`config.mk`:
```
export PLATFORM = sky130hd
export DESIGN_NAME = preload_torque_amp
export DESIGN_NICKNAME = d
export VERILOG_FILES = /design/src/rtl/preload_torque_pkg.sv /design/src/rtl/preload_cfg_bank.sv /design/src/rtl/preload_lane.sv /design/src/rtl/preload_torque_amp.sv
export SDC_FILE = /design/constraint.sdc
export NUM_CORES = 2
export LEC_CHECK = 0
export CAP_MARGIN = 5
export CORE_UTILIZATION = 41
export CTS_BUF_LIST = sky130_fd_sc_hd__clkbuf_4 sky130_fd_sc_hd__clkbuf_8
export DETAILED_ROUTE_END_ITERATION = 16
export PLACE_DENSITY = 0.68
export SKIP_CTS_REPAIR_TIMING = 1
export SLEW_MARGIN = 15
export SYNTH_ARGS = -nofsm -noshare
export SYNTH_HDL_FRONTEND = slang
export SYNTH_SLANG_ARGS = --single-unit
```
`constraint.sdc`:
```
create_clock -name clk_i -period 15.8 [get_ports clk_i]
set_clock_uncertainty 0.2 [all_clocks]
set_input_delay 3.16 -clock clk_i [delete_from_list [all_inputs] [get_ports clk_i]]
set_output_delay 3.16 -clock clk_i [all_outputs]
set_load 0.02 [all_outputs]
```
`src/rtl/preload_torque_pkg.sv`:
```
package preload_torque_pkg;
  typedef enum logic [1:0] {
    CFG_BIAS_L = 2'd0,
    CFG_BIAS_R = 2'd1,
    CFG_GAIN_L = 2'd2,
    CFG_GAIN_R = 2'd3
  } cfg_sel_e;

  localparam int unsigned NUM_SIDES = 2;
endpackage

```
`src/rtl/preload_cfg_bank.sv`:
```
module preload_cfg_bank
  import preload_torque_pkg::*;
#(
  parameter int unsigned DATA_W   = 16,
  parameter int unsigned GAIN_W   = 16,
  parameter int unsigned CFG_W    = 16,
  parameter logic [DATA_W-1:0] BIAS_RST = 16'h4000,
  parameter logic [GAIN_W-1:0] GAIN_RST = 16'h8000
) (
  input  logic                               clk_i,
  input  logic                               rst_ni,
  input  logic                               we_i,
  input  logic [1:0]                         addr_i,
  input  logic [CFG_W-1:0]                   wdata_i,
  input  logic                               commit_i,
  output logic [NUM_SIDES-1:0][DATA_W-1:0]   bias_o,
  output logic [NUM_SIDES-1:0][GAIN_W-1:0]   gain_o
);
  logic [NUM_SIDES-1:0][DATA_W-1:0] bias_stg;
  logic [NUM_SIDES-1:0][GAIN_W-1:0] gain_stg;

  for (genvar s = 0; s < NUM_SIDES; s++) begin : g_side
    localparam logic [1:0] BIAS_SEL = (s == 0) ? CFG_BIAS_L : CFG_BIAS_R;
    localparam logic [1:0] GAIN_SEL = (s == 0) ? CFG_GAIN_L : CFG_GAIN_R;

    always_ff @(posedge clk_i or negedge rst_ni) begin
      if (!rst_ni) begin
        bias_stg[s] <= BIAS_RST;
        gain_stg[s] <= GAIN_RST;
      end else if (we_i) begin
        if (addr_i == BIAS_SEL) bias_stg[s] <= wdata_i[DATA_W-1:0];
        if (addr_i == GAIN_SEL) gain_stg[s] <= wdata_i[GAIN_W-1:0];
      end
    end

    // working set swaps only on a sample boundary
    always_ff @(posedge clk_i or negedge rst_ni) begin
      if (!rst_ni) begin
        bias_o[s] <= BIAS_RST;
        gain_o[s] <= GAIN_RST;
      end else if (commit_i) begin
        bias_o[s] <= bias_stg[s];
        gain_o[s] <= gain_stg[s];
      end
    end
  end
endmodule

```
`src/rtl/preload_lane.sv`:
```
module preload_lane #(
  parameter int unsigned DATA_W   = 16,
  parameter int unsigned GAIN_W   = 16,
  parameter bit          SUBTRACT = 1'b0
) (
  input  logic              clk_i,
  input  logic              rst_ni,
  input  logic              ld1_i,
  input  logic              ld2_i,
  input  logic [DATA_W-1:0] cmd_i,
  input  logic [DATA_W-1:0] bias_i,
  input  logic [GAIN_W-1:0] gain_i,
  output logic [DATA_W-2:0] amp_o,
  output logic              clamp_o
);
  localparam int unsigned GFRAC  = GAIN_W - 1;
  localparam int unsigned PROD_W = DATA_W + GAIN_W + 1;
  localparam int unsigned TERM_W = DATA_W + 2;
  localparam int unsigned SUM_W  = TERM_W + 1;
  localparam int unsigned AMP_W  = DATA_W - 1;
  localparam logic signed [PROD_W-1:0] HALF = PROD_W'(1) <<< (GFRAC - 1);
  localparam logic signed [SUM_W-1:0]  AMP_MAX = SUM_W'((1 << AMP_W) - 1);

  logic signed [PROD_W-1:0] prod, prod_rnd, prod_sh;
  logic signed [TERM_W-1:0] term_d, term_q;
  logic signed [DATA_W-1:0] bias_q;
  logic signed [SUM_W-1:0]  sum;
  logic [AMP_W-1:0]         amp_d;
  logic                     sat;

  always_comb begin
    prod     = PROD_W'($signed(cmd_i)) * $signed({1'b0, gain_i});
    prod_rnd = prod + HALF;
    prod_sh  = prod_rnd >>> GFRAC;
    term_d   = prod_sh[TERM_W-1:0];
  end

  always_ff @(posedge clk_i or negedge rst_ni) begin
    if (!rst_ni) begin
      term_q <= '0;
      bias_q <= '0;
    end else if (ld1_i) begin
      term_q <= term_d;
      bias_q <= $signed(bias_i);
    end
  end

  always_comb begin
    if (SUBTRACT) sum = SUM_W'(bias_q) - SUM_W'(term_q);
    else          sum = SUM_W'(bias_q) + SUM_W'(term_q);
    sat   = 1'b0;
    amp_d = sum[AMP_W-1:0];
    if (sum < 0) begin
      amp_d = '0;
      sat   = 1'b1;
    end else if (sum > AMP_MAX) begin
      amp_d = '1;
      sat   = 1'b1;
    end
  end

  always_ff @(posedge clk_i or negedge rst_ni) begin
    if (!rst_ni) begin
      amp_o   <= '0;
      clamp_o <= 1'b0;
    end else if (ld2_i) begin
      amp_o   <= amp_d;
      clamp_o <= clamp_o | sat;
    end
  end
endmodule

```
`src/rtl/preload_torque_amp.sv`:
```
module preload_torque_amp
  import preload_torque_pkg::*;
#(
  parameter int unsigned DATA_W = 16,
  parameter int unsigned GAIN_W = 16,
  parameter logic [DATA_W-1:0] BIAS_RST = 16'h4000,
  parameter logic [GAIN_W-1:0] GAIN_RST = 16'h8000,
  localparam int unsigned CFG_W = (DATA_W > GAIN_W) ? DATA_W : GAIN_W,
  localparam int unsigned AMP_W = DATA_W - 1
) (
  input  logic              clk_i,
  input  logic              rst_ni,
  input  logic [DATA_W-1:0] cmd_i,
  input  logic              cmd_valid_i,
  input  logic              cfg_we_i,
  input  logic [1:0]        cfg_addr_i,
  input  logic [CFG_W-1:0]  cfg_wdata_i,
  output logic [AMP_W-1:0]  amp_l_o,
  output logic [AMP_W-1:0]  amp_r_o,
  output logic              amp_valid_o,
  output logic              clamp_l_o,
  output logic              clamp_r_o
);
  logic [NUM_SIDES-1:0][DATA_W-1:0] bias;
  logic [NUM_SIDES-1:0][GAIN_W-1:0] gain;
  logic [NUM_SIDES-1:0][AMP_W-1:0]  amp;
  logic [NUM_SIDES-1:0]             clamp;
  logic                             s1_vld;

  preload_cfg_bank #(
    .DATA_W(DATA_W), .GAIN_W(GAIN_W), .CFG_W(CFG_W),
    .BIAS_RST(BIAS_RST), .GAIN_RST(GAIN_RST)
  ) u_cfg (
    .clk_i(clk_i), .rst_ni(rst_ni),
    .we_i(cfg_we_i), .addr_i(cfg_addr_i), .wdata_i(cfg_wdata_i),
    .commit_i(cmd_valid_i),
    .bias_o(bias), .gain_o(gain)
  );

  for (genvar s = 0; s < NUM_SIDES; s++) begin : g_lane
    preload_lane #(
      .DATA_W(DATA_W), .GAIN_W(GAIN_W), .SUBTRACT(s == 1)
    ) u_lane (
      .clk_i(clk_i), .rst_ni(rst_ni),
      .ld1_i(cmd_valid_i), .ld2_i(s1_vld),
      .cmd_i(cmd_i), .bias_i(bias[s]), .gain_i(gain[s]),
      .amp_o(amp[s]), .clamp_o(clamp[s])
    );
  end

  always_ff @(posedge clk_i or negedge rst_ni) begin
    if (!rst_ni) begin
      s1_vld      <= 1'b0;
      amp_valid_o <= 1'b0;
    end else begin
      s1_vld      <= cmd_valid_i;
      amp_valid_o <= s1_vld;
    end
  end

  assign amp_l_o   = amp[0];
  assign amp_r_o   = amp[1];
  assign clamp_l_o = clamp[0];
  assign clamp_r_o = clamp[1];
endmodule

```
==> impl_results.md <==
- Status: completed
- Core area: 0.0649 mm2
- Final ANT Viol Nets: 0
- Crit path max-delay family: adder cells
- Crit start category: primary input
- Sequential Area: 0.00577 mm2
- Crit Path Category: in -> reg
- Layout cells sized above 1: 0.109
- Crit-path max cell delay: 0.98 ns
- First-pass GRT wire length: 102000 um
- Total congestion overflow: 0
- Max FO, Critical Path: 32
- Initial antenna violation count: 1
- CTS Buf Count: 37
- Post-DP HPWL: 46500 um
- H-Tree Depth: 2
- Vias per Instance: 5.13
- CTS root buffer: clkbuf_8
- Hold Path Depth: 1
- NumNets Final: 3427
- Worst Tran Pin Value: 1.07 ns
- R2R cell count: 20
- Min-delay src: g_lane[1].u_lane.clamp_o
- Drt first pass iters: 6
- Buf/Inv on CP: 5
- Critical R2R Launch: u_cfg.gain_o[8]
- Synth unique cells: 75
- Drt total wl: 60700 um
- Synthesized area: 0.0271 mm2
- Endpoint, Worst Hold: g_lane[1].u_lane.clamp_o
- Tmin final: 10.03 ns
- CP Depth: 22
- Slowest CP cell: clkdlybuf4s50_1
- TritonCTS clock tree: done
- Drt wl/cell: 16.8 um
- FP Rows: 93
- Max clock buf depth: 3
- Fin. max-slew vios: 0
- Ratio of final minimum period to clock period: 0.635
- Initial core utilization: 0.418
- FF+latch count, synth: 230
- Seq/Total Area, Yosys: 0.213
- Initial drt markers: 972
- Io pins: 71
- Number of global-route vias before repair: 19700
- Yosys warning count: 0
- Worst EP required: 16.04 ns
- R2R Path End: g_lane[0].u_lane.term_q[10]
- Most used cell along the critical path: fa_1
- Die width: 259 um
- Die Ht: 259 um
- Hold WC Path Type: reg -> reg
- Most used flip-flop cell after synthesis: dfrtp_1
- Ys async rst share: 1.00
- RSZ-0062 raised after global routing: false
- Hold Vio Cnt, Final: 0
- Area grow syn2layout: 8.72%
- Die Area: 0.0672 mm2
- Clk slew on worst S/H paths: 0.06 ns
- Slew HR: 0.282
- Post-route setup TNS: 0 ns
- Clk_lat worst skew: 0.57 ns
- Worst path arrival time: 10.27 ns
- Global Route Usage Sum: 0.190
- Post-synth EDFFs: 0
- Largest net degree at the start of global routing: 107
- CTS sink cnt: 230
- DRC: 0
- Net Count, Synth: 3404
- MaxCap Viol Count: 0
- Final Setup Violations: 0
- Post-synthesis instance total: 2706
- Critical path endpoint category: flop
- Crit-path cells: clkdlybuf4s50_1, and2_1, fa_1, inv_1, fa_1, fa_1, fa_1, inv_1, fa_1, inv_1, fa_1, inv_1, ha_1, a21o_1, a31oi_1, o21ai_1, a2111oi_2, o21ai_1, a31o_2, a21oi_2, xnor2_1, mux2_2
- F_max: 99.7 MHz
- GP Congestion: 0.861
- Filler instances: 6210
- Buffers added on ports: 70
- Mean Syn Cell Area: 10.0 um2
- Reg-to-reg setup timing slack: 8.73 ns
- Area of the multi-input gates: 0.0190 mm2
- Via count: 18500
-- layer usage --
metal	global-route usage	vias to the layer above	routed length [um]
li1	-	8543	-
met1	0.259	9553	27100
met2	0.323	371	29900
met3	0.0221	67	2710
met4	0.0425	0	994
met5	0	-	0
-- flip-flops by register name, summed over array words and instances (netlist names) --
register and count:
u_cfg.gain_o 32, u_cfg.gain_stg 32, u_cfg.bias_stg 32, g_lane.u_lane.clamp_o 2, g_lane.u_lane.amp_o 30, g_lane.u_lane.bias_q 32, u_cfg.bias_o 32, s1_vld 1
g_lane.u_lane.term_q 36, amp_valid_o 1
-- final cells by class --
cell class,instances,area share
inverters,516,0.0657
clock buffers,58,0.0247
multi-input cells,1847,0.644
well taps,855,0.0363
clock inverters,9,0.00280
repair buffers,97,0.0309
flip-flops and latches,230,0.196
diodes,1,0.0000849
-- layout by cell type (no fill, tap or decap), types with 9 or more instances in the layout --
master           instances
fa_1                   390
mux2i_1                  9
a221o_1                 12
nand3_1                 12
nand2_1                305
buf_4                   27
ha_1                   270
inv_1                  513
xor2_1                  26
nor3_1                  14
a21oi_1                 63
nand4_1                  9
and3_1                  12
nand2b_1                25
and2_1                 221
mux2_2                 177
xnor2_1                 35
dfrtp_1                222
o21ai_0                 39
nor2b_1                 13
o21a_1                   9
nor2_1                  58
clkbuf_4                11
a21o_1                  32
clkbuf_8                47
a211oi_1                10
clkdlybuf4s50_1         68
-- cells in the mapped netlist, types with 3 or more instances --
master    count  area share
dfrtp_1     222        0.20
a221o_1      12      0.0044
o211ai_1      4      0.0011
o21ai_1       8      0.0015
mux2i_1       9      0.0033
a311oi_1      3     0.00097
xnor2_1      35       0.011
nand4_1       9      0.0021
nand3_1      12      0.0022
o221a_1       6      0.0025
inv_1       513       0.071
a211o_1       6      0.0019
xor2_1       26      0.0084
ha_1        270        0.12
dfstp_2       8      0.0078
o21ai_0      39      0.0072
nand3b_1      3     0.00083
a31o_2        4      0.0013
nor3_1       14      0.0026
o211a_1       3      0.0011
a21oi_1      63       0.012
o31ai_1       3     0.00083
a31oi_1       8      0.0018
nor3b_1       3     0.00083
nor2_1       58      0.0080
and3_1       12      0.0028
fa_1        390        0.29
o21a_1        9      0.0025
nor2b_1      13      0.0030
o21bai_1      5      0.0014
mux2_2      177       0.074
and2_1      221       0.051
a21o_1       32      0.0089
a311o_1       3      0.0011
clkbuf_1    108       0.015
nand2b_1     25      0.0058
or3_1         5      0.0012
nand2_1     305       0.042
clkinv_1      3     0.00042
a211oi_1     10      0.0028
-- stage by stage --
step	setup slack [ns]	util	cells	area [um2]	hold WS, ns
floorplan	6.65	-	2706	27100	0.199
global placement	5.33	0.441	3545	28700	0.267
detailed placement	5.28	0.441	3545	28700	0.275
CTS	5.85	0.454	3612	29500	0.283
global route	5.39	0.454	3612	29500	0.309
finish	5.77	0.454	3613	29500	0.279
-- logic make-up after synthesis --
| family | Yosys count | share of synthesized area |
|---|---|---|
| compound gates | 248 | 0.0644 |
| buf+inv | 629 | 0.0875 |
| flops | 230 | 0.213 |
| fa+ha+maj | 660 | 0.413 |
| mux | 186 | 0.0768 |
| xor+xnor | 61 | 0.0197 |
| simple gates | 692 | 0.126 |
-- worst max-delay path by stage --
stage | start | end | slack (ns)
finish | cmd_i[6] | g_lane[0].u_lane.term_q[10] | 5.77
global placement | cmd_i[6] | g_lane[0].u_lane.term_q[10] | 5.33
floorplan | cmd_i[1] | g_lane[0].u_lane.term_q[10] | 6.65
detailed placement | cmd_i[6] | g_lane[0].u_lane.term_q[10] | 5.28
CTS | cmd_i[6] | g_lane[0].u_lane.term_q[10] | 5.85
global route | cmd_i[6] | g_lane[0].u_lane.term_q[10] | 5.39
Power is left out: the tool's default activity adds up to more than one toggle a clock period on the data nets, which glitch-free logic cannot reach.
